[config.mk]
export PLATFORM = sky130hd
export DESIGN_NAME = synth_cfg_loader
export DESIGN_NICKNAME = d
export VERILOG_FILES = /design/src/rtl/synth_cfg_pkg.sv /design/src/rtl/cfg_sync.sv /design/src/rtl/cfg_primary.sv /design/src/rtl/cfg_select.sv /design/src/rtl/synth_cfg_loader.sv
export SDC_FILE = /design/constraint.sdc
export NUM_CORES = 1
export LEC_CHECK = 0
export BUFFER_PORTS_ARGS = -buffer_cell sky130_fd_sc_hd__buf_2
export CAP_MARGIN = 10
export CORE_UTILIZATION = 57
export DETAILED_ROUTE_END_ITERATION = 12
export MAX_ROUTING_LAYER = met4
export PLACE_DENSITY = 0.87
export SYNTH_ARGS = -nofsm -noshare
export SYNTH_HDL_FRONTEND = slang
export SYNTH_SLANG_ARGS = --single-unit
[constraint.sdc]
create_clock -name clk -period 2 [get_ports clk]
set_clock_uncertainty 0.1 [all_clocks]
set_input_delay 0 -clock clk [delete_from_list [all_inputs] [get_ports clk]]
set_output_delay 0 -clock clk [all_outputs]
set_load 0.1 [all_outputs]
[src/rtl/synth_cfg_pkg.sv]
package synth_cfg_pkg;

    localparam int M_W    = 9;
    localparam int R_W    = 6;
    localparam int A_W    = 4;
    localparam int WORD_W = M_W + R_W + A_W + 1;
    localparam int BYTE_W = 8;
    localparam int ENH_W  = 8;
    localparam int NSEC   = (WORD_W + BYTE_W - 1) / BYTE_W;

    // Field order inside the packed struct matches the shifted word, MSB first.
    typedef struct packed {
        logic [M_W-1:0] m;
        logic [R_W-1:0] r;
        logic [A_W-1:0] a;
        logic           pre_en;
    } div_cfg_t;

    typedef enum logic [1:0] {
        IF_PAR = 2'd0,
        IF_SER = 2'd1,
        IF_OFF = 2'd2
    } if_mode_e;

    function automatic if_mode_e decode_mode(input logic mb, input logic ms);
        if (mb)      return IF_OFF;
        else if (ms) return IF_SER;
        else         return IF_PAR;
    endfunction

    // Overwrite byte section idx of the word; bits past the word end are dropped.
    function automatic logic [WORD_W-1:0] put_section(
        input logic [WORD_W-1:0] w,
        input int                idx,
        input logic [BYTE_W-1:0] b
    );
        logic [WORD_W-1:0] res;
        res = w;
        for (int i = 0; i < WORD_W; i++) begin
            if ((i / BYTE_W) == idx)
                res[i] = b[i - idx * BYTE_W];
        end
        return res;
    endfunction

endpackage

[src/rtl/cfg_sync.sv]
module cfg_sync #(
    parameter int W      = 1,
    parameter int STAGES = 2
) (
    input  logic         clk,
    input  logic         rst,
    input  logic [W-1:0] d,
    output logic [W-1:0] lvl,
    output logic [W-1:0] rise
);
    logic [STAGES-1:0][W-1:0] pipe;
    logic [W-1:0]             prev;

    always_ff @(posedge clk) begin
        if (rst) begin
            pipe <= '0;
            prev <= '0;
        end else begin
            pipe[0] <= d;
            for (int s = 1; s < STAGES; s++)
                pipe[s] <= pipe[s-1];
            prev <= pipe[STAGES-1];
        end
    end

    assign lvl  = pipe[STAGES-1];
    assign rise = pipe[STAGES-1] & ~prev;
endmodule

[src/rtl/cfg_primary.sv]
module cfg_primary
    import synth_cfg_pkg::*;
(
    input  logic                 clk,
    input  logic                 rst,
    input  if_mode_e             mode,
    input  logic [NSEC-1:0]      sec_rise,
    input  logic                 enh_rise,
    input  logic                 enh_lvl,
    input  logic                 swr_lvl,
    input  logic                 sclk_rise,
    input  logic                 sdata,
    input  logic [BYTE_W-1:0]    data,
    output logic [WORD_W-1:0]    prim_w,
    output logic [ENH_W-1:0]     enh_q
);
    logic [WORD_W-1:0] prim_nxt;
    logic [ENH_W-1:0]  enh_nxt;

    always_comb begin
        prim_nxt = prim_w;
        enh_nxt  = enh_q;
        if (mode == IF_PAR) begin
            for (int k = 0; k < NSEC; k++) begin
                if (sec_rise[k])
                    prim_nxt = put_section(prim_nxt, k, data);
            end
            if (enh_rise)
                enh_nxt = data[ENH_W-1:0];
        end else if (mode == IF_SER && sclk_rise && !swr_lvl) begin
            if (enh_lvl)
                enh_nxt = {enh_q[ENH_W-2:0], sdata};
            else
                prim_nxt = {prim_w[WORD_W-2:0], sdata};
        end
    end

    always_ff @(posedge clk) begin
        if (rst) begin
            prim_w <= '0;
            enh_q  <= '0;
        end else begin
            prim_w <= prim_nxt;
            enh_q  <= enh_nxt;
        end
    end
endmodule

[src/rtl/cfg_select.sv]
module cfg_select
    import synth_cfg_pkg::*;
(
    input  logic              clk,
    input  logic              rst,
    input  logic              xfer,
    input  logic              fsel,
    input  logic              enh_off,
    input  logic [WORD_W-1:0] prim_w,
    input  logic [ENH_W-1:0]  enh_q,
    output logic [WORD_W-1:0] sec_w,
    output div_cfg_t          cfg_q,
    output logic [ENH_W-1:0]  enh_o
);
    always_ff @(posedge clk) begin
        if (rst) begin
            sec_w <= '0;
            cfg_q <= '0;
            enh_o <= '0;
        end else begin
            if (xfer)
                sec_w <= prim_w;
            cfg_q <= div_cfg_t'(fsel ? prim_w : sec_w);
            enh_o <= enh_off ? '0 : enh_q;
        end
    end
endmodule

[src/rtl/synth_cfg_loader.sv]
module synth_cfg_loader
    import synth_cfg_pkg::*;
#(
    parameter int SYNC_STAGES = 2
) (
    input  logic              clk,
    input  logic              rst,
    input  logic              mode_b,
    input  logic              mode_s,
    input  logic [BYTE_W-1:0] data,
    input  logic [NSEC-1:0]   sec_wr,
    input  logic              hop_wr,
    input  logic              enh_wr,
    input  logic              ser_wr,
    input  logic              ser_clk,
    input  logic              ser_data,
    input  logic              fsel,
    input  logic              enh_en_n,
    output logic [M_W-1:0]    m_out,
    output logic [A_W-1:0]    a_out,
    output logic [R_W-1:0]    r_out,
    output logic              pre_en_out,
    output logic [ENH_W-1:0]  enh_out
);
    localparam int I_HOP  = NSEC;
    localparam int I_ENH  = NSEC + 1;
    localparam int I_SWR  = NSEC + 2;
    localparam int I_SCLK = NSEC + 3;
    localparam int I_SDAT = NSEC + 4;
    localparam int I_FSEL = NSEC + 5;
    localparam int I_MB   = NSEC + 6;
    localparam int I_MS   = NSEC + 7;
    localparam int I_ENN  = NSEC + 8;
    localparam int CTL_W  = NSEC + 9;

    logic [CTL_W-1:0]  ctl_raw, ctl_lvl, ctl_rise;
    logic [WORD_W-1:0] prim_w, sec_w;
    logic [ENH_W-1:0]  enh_q;
    div_cfg_t          cfg_q;
    if_mode_e          mode;
    logic              xfer;

    assign ctl_raw = {enh_en_n, mode_s, mode_b, fsel, ser_data, ser_clk,
                      ser_wr, enh_wr, hop_wr, sec_wr};

    cfg_sync #(.W(CTL_W), .STAGES(SYNC_STAGES)) u_sync (
        .clk  (clk),
        .rst  (rst),
        .d    (ctl_raw),
        .lvl  (ctl_lvl),
        .rise (ctl_rise)
    );

    assign mode = decode_mode(ctl_lvl[I_MB], ctl_lvl[I_MS]);
    assign xfer = ((mode == IF_PAR) && ctl_rise[I_HOP]) ||
                  ((mode == IF_SER) && (ctl_rise[I_HOP] || ctl_rise[I_SWR]));

    cfg_primary u_prim (
        .clk       (clk),
        .rst       (rst),
        .mode      (mode),
        .sec_rise  (ctl_rise[NSEC-1:0]),
        .enh_rise  (ctl_rise[I_ENH]),
        .enh_lvl   (ctl_lvl[I_ENH]),
        .swr_lvl   (ctl_lvl[I_SWR]),
        .sclk_rise (ctl_rise[I_SCLK]),
        .sdata     (ctl_lvl[I_SDAT]),
        .data      (data),
        .prim_w    (prim_w),
        .enh_q     (enh_q)
    );

    cfg_select u_sel (
        .clk     (clk),
        .rst     (rst),
        .xfer    (xfer),
        .fsel    (ctl_lvl[I_FSEL]),
        .enh_off (ctl_lvl[I_ENN]),
        .prim_w  (prim_w),
        .enh_q   (enh_q),
        .sec_w   (sec_w),
        .cfg_q   (cfg_q),
        .enh_o   (enh_out)
    );

    assign m_out      = cfg_q.m;
    assign a_out      = cfg_q.a;
    assign r_out      = cfg_q.r;
    assign pre_en_out = cfg_q.pre_en;
endmodule

After elaboration in Yosys (flattened, before gate mapping)

Index checks and enable logic that the tools add are counted.

Flip-flop bits (word level): 107
Logic and storage cells: 42

Eq/ne operators: 3
Muxes and demuxes: 13
Bitwise gates (word level): 2
Reductions and logical operators: 13

Operator list:

| operator                                       | number |
|---|---|
| 2-to-1 mux 20 bit                              | 5 |
| 2-to-1 mux 8 bit                               | 5 |
| 2-to-1 mux 16 bit                              | 1 |
| AND 7 bit                                      | 1 |
| inverter 7 bit                                 | 1 |
| logical AND 1 bit                              | 4 |
| inequality test 2 bit (second input constant)  | 2 |
| nonzero test 2 bit                             | 2 |
| AND reduction 3 bit                            | 1 |
| == test 2 x 1 -> 1 bit (second input constant) | 1 |
| logical NOT 2 bit                              | 1 |
| logical OR 1 bit                               | 2 |
| 2-to-1 mux 2 bit                               | 1 |
| AND reduction 2 bit                            | 1 |
| OR reduction 2 bit                             | 1 |
| logical NOT 1 bit                              | 1 |
| 2-to-1 mux 1 bit                               | 1 |

Logic depth before layout (Yosys ltp)

Depth after elaboration: 7
Gate-level depth with buffers: 5
Gate-level depth less buffers: 3

Cells and area by module

Synthesis repeated with hierarchy kept, for this count alone.

Cells, all modules: 420
Area, all modules: 4454.3 um^2

Modules (own cells, without submodules):

| module           | instances | cells an instance | area each (um^2) |
|---|---|---|---|
| cfg_primary      | 1         | 172               | 1641.6 |
| cfg_select       | 1         | 146               | 1637.8 |
| cfg_sync         | 1         | 99                | 1159.9 |
| synth_cfg_loader | 1         | 3                 | 15.0 |

Least setup slack after synthesis

OpenSTA, ideal clock, no wires.

Path type: flip-flop to flip-flop
From: register u_sync.pipe (netlist bit u_sync.lvl[10])
To: register u_prim.enh_q[1]
Setup time: 0.121 ns
Arrival time: 1.366 ns
Data required time: 1.779 ns
Path slack: 0.413 ns
Cell stages (with the launch flop): 6
Path buffers: 2
Clock period less this slack: 1.587 ns
Cells stage by stage: dfxtp_1 -> or2_1 -> buf_6 -> o32a_1 -> buf_6 -> mux2_4

Cells in the longest elaborated chain, start to end: 7
Elaborated cells between the ends (all ways): 11
Classes of those cells: 2 x eq/ne; 3 x mux; 6 x reduce/logical

Ends and longest elaborated chain:

| what                             | line                | source |
|---|---|---|
| start: declaration               | cfg_sync.sv:11      | `logic [STAGES-1:0][W-1:0] pipe;` |
| start signal: indexed assignment | cfg_sync.sv:21      | `pipe[s] <= pipe[s-1];` |
| 2-to-1 mux 1 bit (*)             | synth_cfg_pkg.sv:27 | `else if (ms) return IF_SER;` |
| 2-to-1 mux 2 bit (*)             | synth_cfg_pkg.sv:26 | `if (mb) return IF_OFF;` |
| == test 2 x 1 -> 1 bit           | cfg_primary.sv:30   | `end else if (mode == IF_SER && sclk_rise && !swr_lvl) begin` |
| logical AND 1 bit (2 in series)  | cfg_primary.sv:30   |  |
| nonzero test 2 bit (no line)     | n/a                 |  |
| AND reduction 3 bit (no line)    | n/a                 |  |
| end signal: assignment           | cfg_primary.sv:44   | `enh_q <= enh_nxt;` |
| end: declaration                 | cfg_primary.sv:15   | `output logic [ENH_W-1:0] enh_q` |

Every way passes the cells marked *; elsewhere a longest branch is shown, timed or not.
A chain may end at the register's enable or synchronous reset.

Worst setup path after layout

From: register u_sync.pipe (netlist bit u_sync.lvl[9])
To: register u_prim.enh_q[2]

Cells in the longest elaborated chain, start to end: 6
Elaborated cells between the ends (all ways): 10
Classes of those cells: 2 x eq/ne; 2 x mux; 6 x reduce/logical

Ends and longest elaborated chain:

| what                            | line |
|---|---|
| 2-to-1 mux 2 bit (*)            | synth_cfg_pkg.sv:26 |
| == test 2 x 1 -> 1 bit          | cfg_primary.sv:30 |
| logical AND 1 bit (2 in series) | cfg_primary.sv:30 |
| nonzero test 2 bit (no line)    | n/a |
| AND reduction 3 bit (no line)   | n/a |

Marked as above.

==> summary.md <==
| Metric | Value |
|---|---|
| Run status | `complete, no violations` |
| EDFF count, synth | `0` |
| Maxcap violations | `0` |
| DR iter-0 viols | `about 160` |
| Clock root buffer | `clkbuf_8` |
| Die height | `87.5 um` |
| Most frequent cells after synthesis | `dfxtp_1 (107), mux2i_1 (65), nand2b_1 (46), nor2b_1 (30), nor2_1 (25)` |
| N_diodes | `0` |
| Slew @ Worst Pin | `712 ps` |
| Fin cells | `~540` |
| Placed cells | `513` |
| Layout Nets | `462` |
| Die area | `about 0.0077 sq mm` |
| Final min period | `1770 ps` |
| Final Total Pwr | `3.85 mW` |
| Routed length on met2 | `3630 um` |
| H-tree depth | `3` |
| DR pass1 iterations | `4` |
| Footprint of the multi-input gates | `0.00188 sq mm` |
| Pin count of the biggest net entering global routing | `61` |
| Hold Path Class | `input pin to flip-flop` |
| Vias in the first global route | `2651` |
| Routed via count | `2781` |
| Final setup viols | `0` |
| Max-slew headroom | `a little over half` |
| Sequential share of the synthesized area | `51.4%` |
| Total grt overflow | `0` |
| Clk Latency, worst-skew pair | `around 360 ps` |
| Combinational share of power | `8.3%` |
| Row cnt | `30` |
| Core area | `0.00694 sq mm` |
| Share of cells above drive strength 1 | `between 10% and 20%` |
| Final GP Congestion | `0.856` |
| VDD IR-drop max | `513 uV` |
| # IOs | `50` |
| Top cell type's share of synthesized area | `51.4%` |
| Register-to-register path setup slack | `~230 ps` |
| Total Wirelength | `7610 um` |
| Sw Pwr | `0.881 mW` |
| Via/cell ratio | `5.14` |
| Detailed Place HPWL | `4960 um` |
| Post-CTS sizing | `0` |
| Setup TNS | `0 ps` |
| CP Class | `flip-flop to flip-flop` |
| Area Growth Syn to Fin | `15.1%` |
| Syn nets | `~400` |
| R2R Path Start | `u_sync.lvl[9]` |
| Maximum clock rate | `564 MHz` |
| #FFs+latches synth | `approximately 110` |
| Total track usage | `22.4%` |
| Syn. warnings | `0` |
| Seq pwr share | `57.3%` |
| Inserted Clock Buffers | `9` |
| Crit-path max cell delay | `520 ps` |
| Post-route antenna net violation count | `0` |
| DRC | `0` |
| Hold Fails Final Rpt | `0` |
| P_leak | `between 1.5 and 2 nW` |
| Max Transition Viols Final | `0` |
| Syn Inst Count | `389` |
| Reg clk slew, reported paths | `100 ps` |
| RSZ-0062 raised after global routing | `false` |
| Initial core utilization | `60.0%` |
| Count leader, synth | `dfxtp_1` |
| Cells along the critical path | `or2_1 -> o32a_1 -> mux2_4` |
| DR top layer | `met4` |
| CP Max Fanout | `8` |
| Avg WL per Cell | `14.1 um` |
| Syn Area/Cell | `10.7 sq um` |
| Ys async rst share | `0%` |
| Critical Path RT | `2150 ps` |
| CP Capture Type | `flip-flop` |
| Pre-CTS WS | `250 ps` |
| CTS tree | `yes` |
| Critical path launch point | `u_sync.lvl[9]` |
| Register area | `approximately 0.0021 sq mm` |
| Metal-1 WL | `3560 um` |
| Worst R2R Path Depth | `3` |
| Yosys cell types | `27` |
| Layout Utilization | `69.1%` |
| Die Width | `87.5 um` |
| Tcrit/Tclk final | `88.7%` |
| Power Density | `802 mW/mm^2` |
| Largest cells by area after synthesis | `dfxtp_1 (51%), mux2i_1 (16%), nand2b_1 (6.9%), nor2b_1 (4.5%), o21a_1 (2.7%)` |
| Clock power share | `34.4%` |
| Switching part of the total power | `between 20 and 25%` |
| Critical path arrival | `about 1900 ps` |
| Antenna violations before repair | `0` |
| Synth Flop Type | `dfxtp_1` |
| Worst Setup EP | `u_prim.enh_q[2]` |
| Worst setup SP type | `flip-flop` |
| # fillers | `521` |
| First-pass GRT wire length | `approximately 13000 um` |
| Port buffer count | `49` |
| Leading area contributor after synthesis | `dfxtp_1` |
| Worst path slowest cell | `o32a_1` |
| RR Endpoint | `u_prim.enh_q[2]` |
| Final setup margin | `226 ps` |
| Met3 Wirelength | `271 um` |
| Cell area after synthesis | `0.00417 sq mm` |
| CTS Sinks | `107` |
| Longest Clk Path Bufs | `2` |
| Internal | `2.97 mW` |
==> worst min-delay path by stage <==
stage,startpoint,cells past startpoint,to
after floorplan,sec_wr[0],1,u_sync.pipe[0]
after global placement,sec_wr[1],2,u_sync.pipe[1]
after detailed placement,ser_data,2,u_sync.pipe[7]
after CTS,data[7],4,u_prim.prim_w[15]
after global routing,data[7],4,u_prim.enh_q[7]
final,data[7],4,u_prim.prim_w[15]
==> logic make-up (layout without fill, tap and decap cells) <==
| logic type | Yosys count | count (layout) | synth area share [%] |
|---|---|---|---|
| AO/OA/AOI/OAI | 59 | 59 | 10.9 |
| buffers and inverters | 33 | 89 | 3.63 |
| flip-flops | 107 | 107 | 51.4 |
| multiplexers | 68 | 68 | 16.7 |
| AND/OR/NAND/NOR | 122 | 122 | 17.4 |
==> power by group through the flow <==
stage	combinational, mW	sequential, mW	clock (mW)
after global routing	0.344	2.21	1.44
after detailed placement	0.300	2.25	0
after global placement	0.294	2.25	0
after floorplan	0.205	2.28	0
after CTS	0.319	2.20	1.35
final	0.319	2.20	1.33
==> flip-flops by register name, summed over array words and instances (netlist names) <==
name	flops
u_prim.prim_w	20
u_prim.enh_q	8
u_sel.sec_w	20
u_sel.cfg_q	20
u_sel.enh_o	8
u_sync.pipe	12
u_sync.prev	7
u_sync.lvl	12
==> worst max-delay path: cells and delay by family, from the launching register on <==
family,cells,cell delay [ps]
flip-flops,1,410
AO/OA/AOI/OAI,1,520
AND/OR/NAND/NOR,1,290
multiplexers,1,340
==> metal layers <==
layer	GRT usage, %	vias to the layer above
li1	-	1412
met1	28.2	1298
met4	10.6	0
met2	35.4	57
met3	3.41	14
met5	-	-
==> layout by cell type, fill, tap and decap left out, drive strengths merged, types with 5 or more instances in the layout <==
cell / netlist / routed
a21o: 9 / 9
and2: 8 / 8
buf: 11 / 57
clkbuf: 18 / 12
dfxtp: 107 / 107
dlygate4sd3: 0 / 12
mux2i: 65 / 65
nand2b: 46 / 46
nor2: 25 / 25
nor2b: 30 / 30
nor3b: 5 / 5
o21a: 15 / 15
o21ai: 12 / 12
o21bai: 15 / 15
==> stage by stage <==
step                instance area [sq um]  hold slack, ps
floorplan                            4170            28.2
global route                         4800            52.8
finish                               4800            47.9
global placement                     4470             109
CTS                                  4800            38.2
detailed placement                   4470             113
==> final cells by class <==
class	instances	share of cell area, %
Sequential cell	107	44.7
Multi-Input combinational cell	249	39.1
Timing Repair Buffer	69	9.13
Clock buffer	12	3.24
Tap cell	96	2.50
Clock inverter	4	1.02
Inverter	4	0.313
==> what timing repair did <==
item | in CTS | in global routing
hold endpoints to repair | 12 | 0
endpoints found under the setup margin | 0 | 0
hold buffers | 12 | 0
setup buffers | 0 | 0
(Power assumes the default switching activity.)
